## src/rtl/ccd_seq_pkg.sv

```systemverilog
package ccd_seq_pkg;
   typedef enum logic [2:0] {
      ST_IDLE,
      ST_INTEG,
      ST_V1,
      ST_VGAP,
      ST_V2,
      ST_SETTLE,
      ST_SHIFT
   } seq_state_t;
endpackage

```

## src/rtl/ccd_pixel_timer.sv

```systemverilog
// Free-running pixel-period timer: drives the reset gate continuously and
// shapes the horizontal phase while shifting is enabled.
module ccd_pixel_timer #(
   parameter int unsigned PIX_CYC = 20,
   parameter int unsigned RG_W    = 2
) (
   input  logic clk,
   input  logic rst_n,
   input  logic shift_en,
   output logic pix_last,
   output logic rg,
   output logic h1
);
   localparam int unsigned PH_W = (PIX_CYC > 2) ? $clog2(PIX_CYC) : 1;
   localparam int unsigned HALF = PIX_CYC / 2;
   localparam logic [PH_W-1:0] PH_LAST = PH_W'(PIX_CYC - 1);
   localparam logic [PH_W-1:0] PH_HALF = PH_W'(HALF);
   localparam logic [PH_W-1:0] PH_RG   = PH_W'(RG_W);
   localparam bit POW2 = ((1 << PH_W) == PIX_CYC);

   logic [PH_W-1:0] ph;

   generate
      if (POW2) begin : g_wrap
         always_ff @(posedge clk or negedge rst_n) begin
            if (!rst_n) ph <= '0;
            else        ph <= ph + 1'b1;
         end
      end else begin : g_cmp
         always_ff @(posedge clk or negedge rst_n) begin
            if (!rst_n)             ph <= '0;
            else if (ph == PH_LAST) ph <= '0;
            else                    ph <= ph + 1'b1;
         end
      end
   endgenerate

   assign pix_last = (ph == PH_LAST);
   assign rg       = (ph < PH_RG);
   assign h1       = shift_en ? (ph < PH_HALF) : 1'b1;
endmodule

```

## src/rtl/ccd_line_fsm.sv

```systemverilog
// Frame and line sequencing: integration, vertical transfer, settle, shift.
module ccd_line_fsm
   import ccd_seq_pkg::*;
#(
   parameter int unsigned LINES  = 4128,
   parameter int unsigned PIXELS = 4145,
   parameter int unsigned VW     = 1600,
   parameter int unsigned VGAP   = 8,
   parameter int unsigned HS     = 80,
   parameter int unsigned INT_W  = 32
) (
   input  logic             clk,
   input  logic             rst_n,
   input  logic             start,
   input  logic [INT_W-1:0] int_len,
   input  logic             pix_last,
   output logic             v1,
   output logic             v2,
   output logic             shift_en,
   output logic             frame_active,
   output logic             line_active,
   output logic             frame_done
);
   localparam int unsigned VMAX   = (VW > VGAP) ? VW : VGAP;
   localparam int unsigned DMAX   = (VMAX > HS) ? VMAX : HS;
   localparam int unsigned DW0    = (DMAX > 1) ? $clog2(DMAX) : 1;
   localparam int unsigned DUR_W  = (INT_W > DW0) ? INT_W : DW0;
   localparam int unsigned LN_W   = (LINES > 1) ? $clog2(LINES) : 1;
   localparam int unsigned PX_W   = (PIXELS > 1) ? $clog2(PIXELS) : 1;
   localparam logic [DUR_W-1:0] D_VW   = DUR_W'(VW - 1);
   localparam logic [DUR_W-1:0] D_GAP  = DUR_W'(VGAP - 1);
   localparam logic [DUR_W-1:0] D_HS   = DUR_W'(HS - 1);
   localparam logic [LN_W-1:0]  LN_END = LN_W'(LINES - 1);
   localparam logic [PX_W-1:0]  PX_END = PX_W'(PIXELS - 1);

   seq_state_t       state;
   logic [DUR_W-1:0] cnt;
   logic [LN_W-1:0]  line_cnt;
   logic [PX_W-1:0]  pix_cnt;
   logic             cnt_zero;
   logic             line_end;

   assign cnt_zero = (cnt == '0);
   assign line_end = pix_last && (pix_cnt == PX_END);

   always_ff @(posedge clk or negedge rst_n) begin
      if (!rst_n) begin
         state      <= ST_IDLE;
         cnt        <= '0;
         line_cnt   <= '0;
         pix_cnt    <= '0;
         frame_done <= 1'b0;
      end else begin
         frame_done <= 1'b0;
         unique case (state)
            ST_IDLE: begin
               if (start) begin
                  state    <= ST_INTEG;
                  line_cnt <= '0;
                  cnt      <= (int_len == '0) ? '0 : DUR_W'(int_len) - 1'b1;
               end
            end
            ST_INTEG: begin
               if (cnt_zero) begin
                  state <= ST_V1;
                  cnt   <= D_VW;
               end else cnt <= cnt - 1'b1;
            end
            ST_V1: begin
               if (cnt_zero) begin
                  state <= ST_VGAP;
                  cnt   <= D_GAP;
               end else cnt <= cnt - 1'b1;
            end
            ST_VGAP: begin
               if (cnt_zero) begin
                  state <= ST_V2;
                  cnt   <= D_VW;
               end else cnt <= cnt - 1'b1;
            end
            ST_V2: begin
               if (cnt_zero) begin
                  state <= ST_SETTLE;
                  cnt   <= D_HS;
               end else cnt <= cnt - 1'b1;
            end
            ST_SETTLE: begin
               if (!cnt_zero) cnt <= cnt - 1'b1;
               else if (pix_last) begin
                  state   <= ST_SHIFT;
                  pix_cnt <= '0;
               end
            end
            ST_SHIFT: begin
               if (line_end) begin
                  if (line_cnt == LN_END) begin
                     state      <= ST_IDLE;
                     frame_done <= 1'b1;
                  end else begin
                     state    <= ST_V1;
                     cnt      <= D_VW;
                     line_cnt <= line_cnt + 1'b1;
                  end
               end else if (pix_last) pix_cnt <= pix_cnt + 1'b1;
            end
            default: state <= ST_IDLE;
         endcase
      end
   end

   assign v1           = (state == ST_V1);
   assign v2           = (state == ST_V2);
   assign shift_en     = (state == ST_SHIFT);
   assign frame_active = (state != ST_IDLE);
   assign line_active  = (state != ST_IDLE) && (state != ST_INTEG);
endmodule

```

## src/rtl/ccd_clock_sequencer.sv

```systemverilog
module ccd_clock_sequencer #(
   parameter int unsigned LINES   = 4128,
   parameter int unsigned PIXELS  = 4145,
   parameter int unsigned PIX_CYC = 20,
   parameter int unsigned RG_W    = 2,
   parameter int unsigned VW      = 1600,
   parameter int unsigned VGAP    = 8,
   parameter int unsigned HS      = 80,
   parameter int unsigned INT_W   = 32
) (
   input  logic             clk,
   input  logic             rst_n,
   input  logic             start_i,
   input  logic [INT_W-1:0] int_len_i,
   output logic             v1_o,
   output logic             v2_o,
   output logic             h1_o,
   output logic             h2_o,
   output logic             rg_o,
   output logic             frame_active_o,
   output logic             line_active_o,
   output logic             frame_done_o
);
   initial begin
      assert (PIX_CYC >= 2) else $error("PIX_CYC must be at least 2");
      assert (RG_W >= 1 && RG_W <= PIX_CYC / 2) else $error("RG_W out of range");
      assert (VW >= 1 && VGAP >= 1 && HS >= 1) else $error("durations must be nonzero");
      assert (LINES >= 1 && PIXELS >= 1) else $error("frame size must be nonzero");
      assert (INT_W >= 1 && INT_W <= 32) else $error("INT_W out of range");
   end

   logic shift_en;
   logic pix_last;
   logic h1;

   ccd_pixel_timer #(.PIX_CYC(PIX_CYC), .RG_W(RG_W)) u_timer (
      .clk      (clk),
      .rst_n    (rst_n),
      .shift_en (shift_en),
      .pix_last (pix_last),
      .rg       (rg_o),
      .h1       (h1)
   );

   ccd_line_fsm #(
      .LINES(LINES), .PIXELS(PIXELS), .VW(VW), .VGAP(VGAP), .HS(HS), .INT_W(INT_W)
   ) u_fsm (
      .clk          (clk),
      .rst_n        (rst_n),
      .start        (start_i),
      .int_len      (int_len_i),
      .pix_last     (pix_last),
      .v1           (v1_o),
      .v2           (v2_o),
      .shift_en     (shift_en),
      .frame_active (frame_active_o),
      .line_active  (line_active_o),
      .frame_done   (frame_done_o)
   );

   assign h1_o = h1;
   assign h2_o = ~h1;
endmodule

```

## config.mk

```make
export PLATFORM = sky130hd
export DESIGN_NAME = ccd_clock_sequencer
export DESIGN_NICKNAME = d
export VERILOG_FILES = /design/src/rtl/ccd_seq_pkg.sv /design/src/rtl/ccd_pixel_timer.sv /design/src/rtl/ccd_line_fsm.sv /design/src/rtl/ccd_clock_sequencer.sv
export SDC_FILE = /design/constraint.sdc
export NUM_CORES = 1
export LEC_CHECK = 0
export BUFFER_PORTS_ARGS = -buffer_cell sky130_fd_sc_hd__buf_2
export CAP_MARGIN = 20
export CORE_UTILIZATION = 60
export DETAILED_ROUTE_END_ITERATION = 16
export GPL_TIMING_DRIVEN = 0
export PLACE_DENSITY_LB_ADDON = 0.08
export SLEW_MARGIN = 20
export SYNTH_ARGS = -nofsm -noshare
export SYNTH_HDL_FRONTEND = slang
export SYNTH_SLANG_ARGS = --single-unit
```

## constraint.sdc

```tcl
create_clock -name clk -period 4.05 [get_ports clk]
set_input_delay 0.2025 -clock clk [delete_from_list [all_inputs] [get_ports clk]]
set_output_delay 0.2025 -clock clk [all_outputs]
set_load 0.005 [all_outputs]
```

After elaboration in Yosys (flattened, before gate mapping)
Cells that the tools add are included.

storage, ports and cells
  input bits = 35
  register bits after elaboration = 67
  logic and storage cells = 83
  output and inout port bits = 8

cells by class
  muxes and demuxes = 33
  reductions and logical operators = 14
  magnitude comparators = 2
  bitwise operators = 1
  add/sub/neg operators = 5
  equality and inequality tests = 22

operators with widths
  kind                   count
  $mux 32                8
  $pmux 32 s6            1
  $mux 13                7
  $logic_not 32->1       2
  $sub 32x1->32 const B  2
  $pmux 13 s2            2
  $add 13x1->13 const B  2
  $eq 13x13->1 const B   2
  $mux 3                 8
  $pmux 3 s7             1
  $ne 2x1->1 const B     8
  $reduce_and 5->1       2
  $eq 3x3->1 const B     3
  $ne 2x2->1 const B     4
  $reduce_and 8->1       1
  $eq 3x2->1 const B     2
  $reduce_bool 6->1      1
  $add 5x1->5 const B    1
  $eq 5x5->1 const B     1
  $lt 5x2->1 const B     1
  $lt 5x4->1 const B     1
  $mux 5                 1
  $mux 1                 4
  $reduce_and 4->1       1
  9 further kinds        11

Logic depth before layout (Yosys ltp)
  word-level depth = 4
  gate-level depth with buffers = 11
  mapped depth without buffers = 8

Hierarchy
A second synthesis with hierarchy kept.

unflattened totals
  cells, all modules = 582
  area total of the unflattened synthesis = 4682.0 um2

modules (own cells, without submodules)
  module               area each (um2)  instances  cells an instance
  ccd_line_fsm         4438.0           1          557
  ccd_pixel_timer      240.2            1          24
  ccd_clock_sequencer  3.8              1          1

Least setup slack after synthesis
No wires, ideal clock.

  path kind = reg2reg
  start = register u_fsm.cnt[0]
  end = register u_fsm.cnt[20]
  cell stages (with the launch flop) = 11
  buffers on the path = 3
  library setup time = 0.121 ns
  period minus slack after synthesis = 2.793 ns
  slack = 1.257 ns
  required time = 3.929 ns
  data arrival time = 2.672 ns
  path through = dfrtp_1 inv_1 ha_1 or4b_4 or3_1 buf_6 or3_1 buf_6 o21a_4 buf_4 a22o_1

on the way
  word-level cells in the longest chain between the ends = 3
  elaborated cells on any way between the ends = 9

ends and longest elaborated chain
  element                                            RTL line            source
  from (decl)                                        ccd_line_fsm.sv:37  logic [DUR_W-1:0] cnt;
  from (signal assigned)                             ccd_line_fsm.sv:60  cnt <= (int_len == '0) ? '0 : DUR_W'(int_len) - 1'b1;
  from (signal assigned)                             ccd_line_fsm.sv:67  end else cnt <= cnt - 1'b1;
  from (signal assigned)                             ccd_line_fsm.sv:73  end else cnt <= cnt - 1'b1;
  $sub 32x1->32 or $logic_not 32->1 (tied branches)  -
  $mux 32 (tied with other cells)                    ccd_line_fsm.sv:88  if (!cnt_zero) cnt <= cnt - 1'b1;
  $pmux 32 s6 or $reduce_and 5->1 (tied branches)    -

Several ways; a longest one is shown, not always the timed one. The select of a mux whose other input is x is not followed.
A chain may end at the register's enable or synchronous reset.

Worst setup path in the final report
  start = register u_fsm.cnt[0]
  end = register u_fsm.pix_cnt[12]

on the way
  word-level cells in the longest chain between the ends = 3

ends and longest elaborated chain
  element                     RTL line             source
  $logic_not 32->1            ccd_line_fsm.sv:43   assign cnt_zero = (cnt == '0);
  $ne 2x1->1 (no line)        -
  $reduce_and 5->1 (no line)  -
  to (signal assigned)        ccd_line_fsm.sv:104  end else if (pix_last) pix_cnt <= pix_cnt + 1'b1;
  to (decl)                   ccd_line_fsm.sv:39   logic [PX_W-1:0] pix_cnt;

No other way between the ends.

==> run_summary.xml <==
<?xml version="1.0" encoding="UTF-8"?>
<metrics>
  <group name="synth">
    <metric name="dominantRegCellSynth" unit="">sky130_fd_sc_hd__dfrtp_1</metric>
    <metric name="post_synth_top_area_cell" unit="">sky130_fd_sc_hd__dfrtp_1</metric>
    <metric name="post_synth_instance_area" unit="mm²">0.004905</metric>
    <metric name="synth_cell_type_count" unit="">66</metric>
    <metric name="synth_top_cell_area_share" unit="%">34.18</metric>
    <metric name="synth_edf_count" unit="">0</metric>
    <metric name="synth_area_per_cell" unit="µm²">8.257</metric>
    <metric name="syn_nets" unit="">635</metric>
    <metric name="synth_area_leaders" unit="">sky130_fd_sc_hd__dfrtp_1 (34%), sky130_fd_sc_hd__o21ai_0 (5.4%), sky130_fd_sc_hd__xor2_1 (5.0%)</metric>
    <metric name="postSynth.asyncResetShare" unit="%">100.0</metric>
    <metric name="syn_inst" unit="">594</metric>
    <metric name="yosysSeqAreaShare" unit="%">34.18</metric>
    <metric name="synth.ff_latch_count" unit="">67</metric>
    <metric name="yosysWarnings" unit="">0</metric>
  </group>
  <group name="placement">
    <metric name="sum_of_net_half_perimeters_after_detailed_placement" unit="µm">9845</metric>
    <metric name="placement.setup.worst_slack" unit="ps">800.5</metric>
    <metric name="finalWeightedCongestion" unit="">1.009</metric>
    <metric name="numPortBuffers" unit="">42</metric>
  </group>
  <group name="routing">
    <metric name="route.detailed.drc" unit="">0</metric>
    <metric name="drt_iter0_markers" unit="">333</metric>
    <metric name="drt_pre_antenna_iters" unit="">5</metric>
    <metric name="drt-total-wl" unit="µm">13590</metric>
    <metric name="average_routed_wire_per_standard_cell" unit="µm">17.97</metric>
    <metric name="detailed_route_vias_per_instance" unit="">6.616</metric>
    <metric name="drt.antenna.violating_nets" unit="">0</metric>
    <metric name="vias" unit="">5002</metric>
  </group>
  <group name="clock_network">
    <metric name="numClockSinks" unit="">67</metric>
    <metric name="clk_root_buffer_cell" unit="">sky130_fd_sc_hd__clkbuf_8</metric>
    <metric name="cts_tree" unit="">built</metric>
    <metric name="clock_latency" unit="ps">350</metric>
    <metric name="htree_levels" unit="">3</metric>
    <metric name="post-cts-setup-buffer-count" unit="">0</metric>
    <metric name="cts_max_path_buffers" unit="">2</metric>
    <metric name="clkSlewWorstSetupHoldPaths" unit="ps">80</metric>
    <metric name="cts_made_buffers" unit="">9</metric>
  </group>
  <group name="floorplan">
    <metric name="fp-row-count" unit="">32</metric>
    <metric name="io_pins" unit="">43</metric>
    <metric name="die_height" unit="µm">92.41</metric>
    <metric name="die_width" unit="µm">92.41</metric>
    <metric name="area_of_the_core" unit="mm²">0.007807</metric>
    <metric name="initial_utilization" unit="%">62.82</metric>
    <metric name="die_area" unit="mm²">0.008540</metric>
  </group>
  <group name="global_route">
    <metric name="grt-ovfl-total" unit="">0</metric>
    <metric name="grt_first_pass_wirelength" unit="µm">22290</metric>
    <metric name="grt_use_total" unit="%">33.06</metric>
    <metric name="grt_antenna_before_repair" unit="">0</metric>
    <metric name="maximum_number_of_pins_on_one_net_before_global_route_repair" unit="">36</metric>
    <metric name="via_count_of_the_first_global_routing_pass" unit="">4706</metric>
  </group>
  <group name="critical_path">
    <metric name="cpLargestDelayFamily" unit="">simple AND/OR/NAND/NOR gates</metric>
    <metric name="largest_driver_fanout_on_the_critical_path" unit="">10</metric>
    <metric name="series_of_cell_instances_along_the_critical_path" unit="">inv_1, ha_1, or4b_4, or3_1, buf_6, nor4b_1, buf_2, o21ai_0, xor2_1, nor2_1</metric>
    <metric name="timing.critical_path.from_type" unit="">register</metric>
    <metric name="critPathArrivalTime" unit="ps">3540</metric>
    <metric name="timing.reg2reg.setup_slack" unit="ps">730</metric>
    <metric name="timing.critical_path.required" unit="ps">4270</metric>
    <metric name="timing.critical_path.to_type" unit="">register</metric>
    <metric name="critPathBufInv" unit="">3</metric>
    <metric name="critical-path-slowest-cell" unit="">sky130_fd_sc_hd__nor4b_1</metric>
    <metric name="crit-reg2reg-launch" unit="">u_fsm.cnt[0]$_DFFE_PN0P_</metric>
    <metric name="cp-startpoint" unit="">u_fsm.cnt[0]$_DFFE_PN0P_</metric>
    <metric name="cp_slowest_stage_delay" unit="ps">730</metric>
    <metric name="timing_worst_setup_path_type" unit="">reg2reg</metric>
  </group>
  <group name="hold_path">
    <metric name="worst_min_delay_path_category" unit="">in2reg</metric>
    <metric name="worst_hold_startpoint" unit="">int_len_i[30]</metric>
  </group>
  <group name="sta">
    <metric name="post-route-worst-setup-slack" unit="ps">728.5</metric>
    <metric name="min_period_over_period" unit="%">82.01</metric>
    <metric name="number_of_pins_exceeding_their_max_slew_limit_in_the_final_report" unit="">0</metric>
    <metric name="worst_slew_pin_slew" unit="ps">828.2</metric>
    <metric name="timing.fmax" unit="MHz">301.1</metric>
    <metric name="unrepaired_setup_endpoints_after_global_routing" unit="">no</metric>
    <metric name="worst_clock_skew" unit="ps">10.84</metric>
    <metric name="worst_slew_slack_as_a_fraction_of_its_limit" unit="%">44.36</metric>
    <metric name="finalSetupTns" unit="ps">0</metric>
    <metric name="worst_hold_slack" unit="ps">206.1</metric>
    <metric name="setup_violations" unit="">0</metric>
    <metric name="fin_crit" unit="ps">3321</metric>
    <metric name="hold_viol" unit="">0</metric>
  </group>
  <group name="final_layout">
    <metric name="layout_cells_sized_above_1" unit="%">13.46</metric>
    <metric name="layout.cells.most_common" unit="">sky130_fd_sc_hd__dfrtp_1</metric>
    <metric name="layout.nets" unit="">690</metric>
    <metric name="antenna-diode-count" unit="">0</metric>
    <metric name="final_cell_mix" unit="">sky130_fd_sc_hd__dfrtp_1 (67), sky130_fd_sc_hd__nor2_1 (59), sky130_fd_sc_hd__o21ai_0 (53)</metric>
    <metric name="area_delta_synth_final" unit="%">11.53</metric>
  </group>
  <group name="pwr">
    <metric name="power.density" unit="mW/mm²">341.4</metric>
    <metric name="vdd_ir_drop_max" unit="V">0.0003183</metric>
    <metric name="power.total" unit="mW">1.867</metric>
    <metric name="static_leak" unit="nW">2.162</metric>
  </group>
  <group name="outcome">
    <metric name="run_status" unit="">completed</metric>
  </group>
  <group name="run">
    <metric name="drv.max_cap_violation_count" unit="">0</metric>
  </group>
</metrics>
-- logic make-up (layout without fill, tap and decap cells) --
| kind of cell | count (synthesis) | after routing | share of synthesized area [%] |
|---|---|---|---|
| adder cells (fa/ha/maj) | 6 | 6 | 1.531 |
| AND/OR/NAND/NOR | 274 | 274 | 29.95 |
| XOR/XNOR | 47 | 47 | 8.393 |
| AO/OA/AOI/OAI | 150 | 150 | 20.77 |
| buffers and inverters | 49 | 109 | 4.974 |
| multiplexers | 1 | 1 | 0.2041 |
| flip-flops | 67 | 67 | 34.18 |
-- area by class of cell --
type                            instances  area, µm²
Buffer                                 31      176.4
Timing Repair Buffer                   44      242.7
Fill cell                             602       2337
Sequential cell                        67       1677
Clock inverter                          4      50.05
Clock buffer                           12      145.1
Tap cell                              102      127.6
Multi-Input combinational cell        478       2984
Inverter                               18      67.56
-- power breakdown --
group,switching [mW],leakage [nW],total [mW],internal [mW]
Sequential,0.129,0.867,0.901,0.772
Clock,0.265,0.0926,0.565,0.301
Combinational,0.219,1.20,0.401,0.182
Total,0.613,2.16,1.87,1.25
-- worst reg2reg max path, delay by kind of cell, from the launching register on --
kind / cells / cell delay (ps)
compound gates: 1 / 140
simple gates: 4 / 1650
xor+xnor: 1 / 170
fa+ha+maj: 1 / 220
flops: 1 / 420
buf+inv: 3 / 600
-- cell usage after synthesis (4+ instances only) --
| master | number |
|---|---|
| sky130_fd_sc_hd__o21ai_0 | 53 |
| sky130_fd_sc_hd__clkbuf_1 | 19 |
| sky130_fd_sc_hd__inv_1 | 18 |
| sky130_fd_sc_hd__or3_1 | 8 |
| sky130_fd_sc_hd__nor3_1 | 38 |
| sky130_fd_sc_hd__o2bb2ai_1 | 5 |
| sky130_fd_sc_hd__nand4_1 | 9 |
| sky130_fd_sc_hd__xor2_1 | 28 |
| sky130_fd_sc_hd__a32oi_1 | 4 |
| sky130_fd_sc_hd__nor2_1 | 59 |
| sky130_fd_sc_hd__or2_2 | 8 |
| sky130_fd_sc_hd__ha_1 | 6 |
| sky130_fd_sc_hd__nand2_1 | 39 |
| sky130_fd_sc_hd__and2_1 | 11 |
| sky130_fd_sc_hd__a21oi_1 | 17 |
| sky130_fd_sc_hd__nand2b_1 | 6 |
| sky130_fd_sc_hd__buf_6 | 6 |
| sky130_fd_sc_hd__nand3_1 | 28 |
| sky130_fd_sc_hd__and3_1 | 5 |
| sky130_fd_sc_hd__o22ai_1 | 5 |
| sky130_fd_sc_hd__xnor2_1 | 19 |
| sky130_fd_sc_hd__a211oi_1 | 8 |
| sky130_fd_sc_hd__nor4_1 | 29 |
| sky130_fd_sc_hd__dfrtp_1 | 67 |
| sky130_fd_sc_hd__a22o_1 | 10 |
| sky130_fd_sc_hd__o31ai_1 | 5 |
| sky130_fd_sc_hd__or4_1 | 9 |
| sky130_fd_sc_hd__a31oi_1 | 7 |
| sky130_fd_sc_hd__and4_1 | 5 |
| sky130_fd_sc_hd__o32ai_1 | 4 |
| sky130_fd_sc_hd__o211ai_1 | 7 |
-- registers in the layout, summed over array words and instances (netlist names) --
name,flops
u_fsm.state,3
u_timer.ph,5
u_fsm.pix_cnt,13
u_fsm.cnt,32
u_fsm.frame_done,1
u_fsm.line_cnt,13
-- per-stage QoR --
step           cell area, µm²  std cells  utilization, %
6_report                 5470        756           70.06
5_1_grt                  5470        756           70.06
4_1_cts                  5470        756           70.06
3_5_place_dp             5265        739           67.44
3_3_place_gp             5243        738           67.15
2_1_floorplan            4905        594               -
-- worst paths after layout --
kind                                            endpoint  cells past startpoint
min                            u_fsm.cnt[30]$_DFFE_PN0P_                      4
min reg2reg                      u_timer.ph[0]$_DFF_PN0_                      1
min in group asynchronous   u_fsm.pix_cnt[7]$_DFFE_PN0P_                      2
max in group asynchronous      u_fsm.cnt[29]$_DFFE_PN0P_                      3
max                        u_fsm.pix_cnt[12]$_DFFE_PN0P_                     10
max reg2reg                u_fsm.pix_cnt[12]$_DFFE_PN0P_                     10
-- per-layer routing --
layer | wire length, µm | track usage (%)
met1 | 5567 | 41.16
met2 | 6570 | 54.26
met3 | 1033 | 6.158
met4 | 417 | 17.71
met5 | 0 | 0
-- what timing repair did --
item,in CTS,in global routing
gates resized for setup,0,0
hold buffers,1,0
hold endpoints to repair,32,0
(Power assumes the default switching activity.)
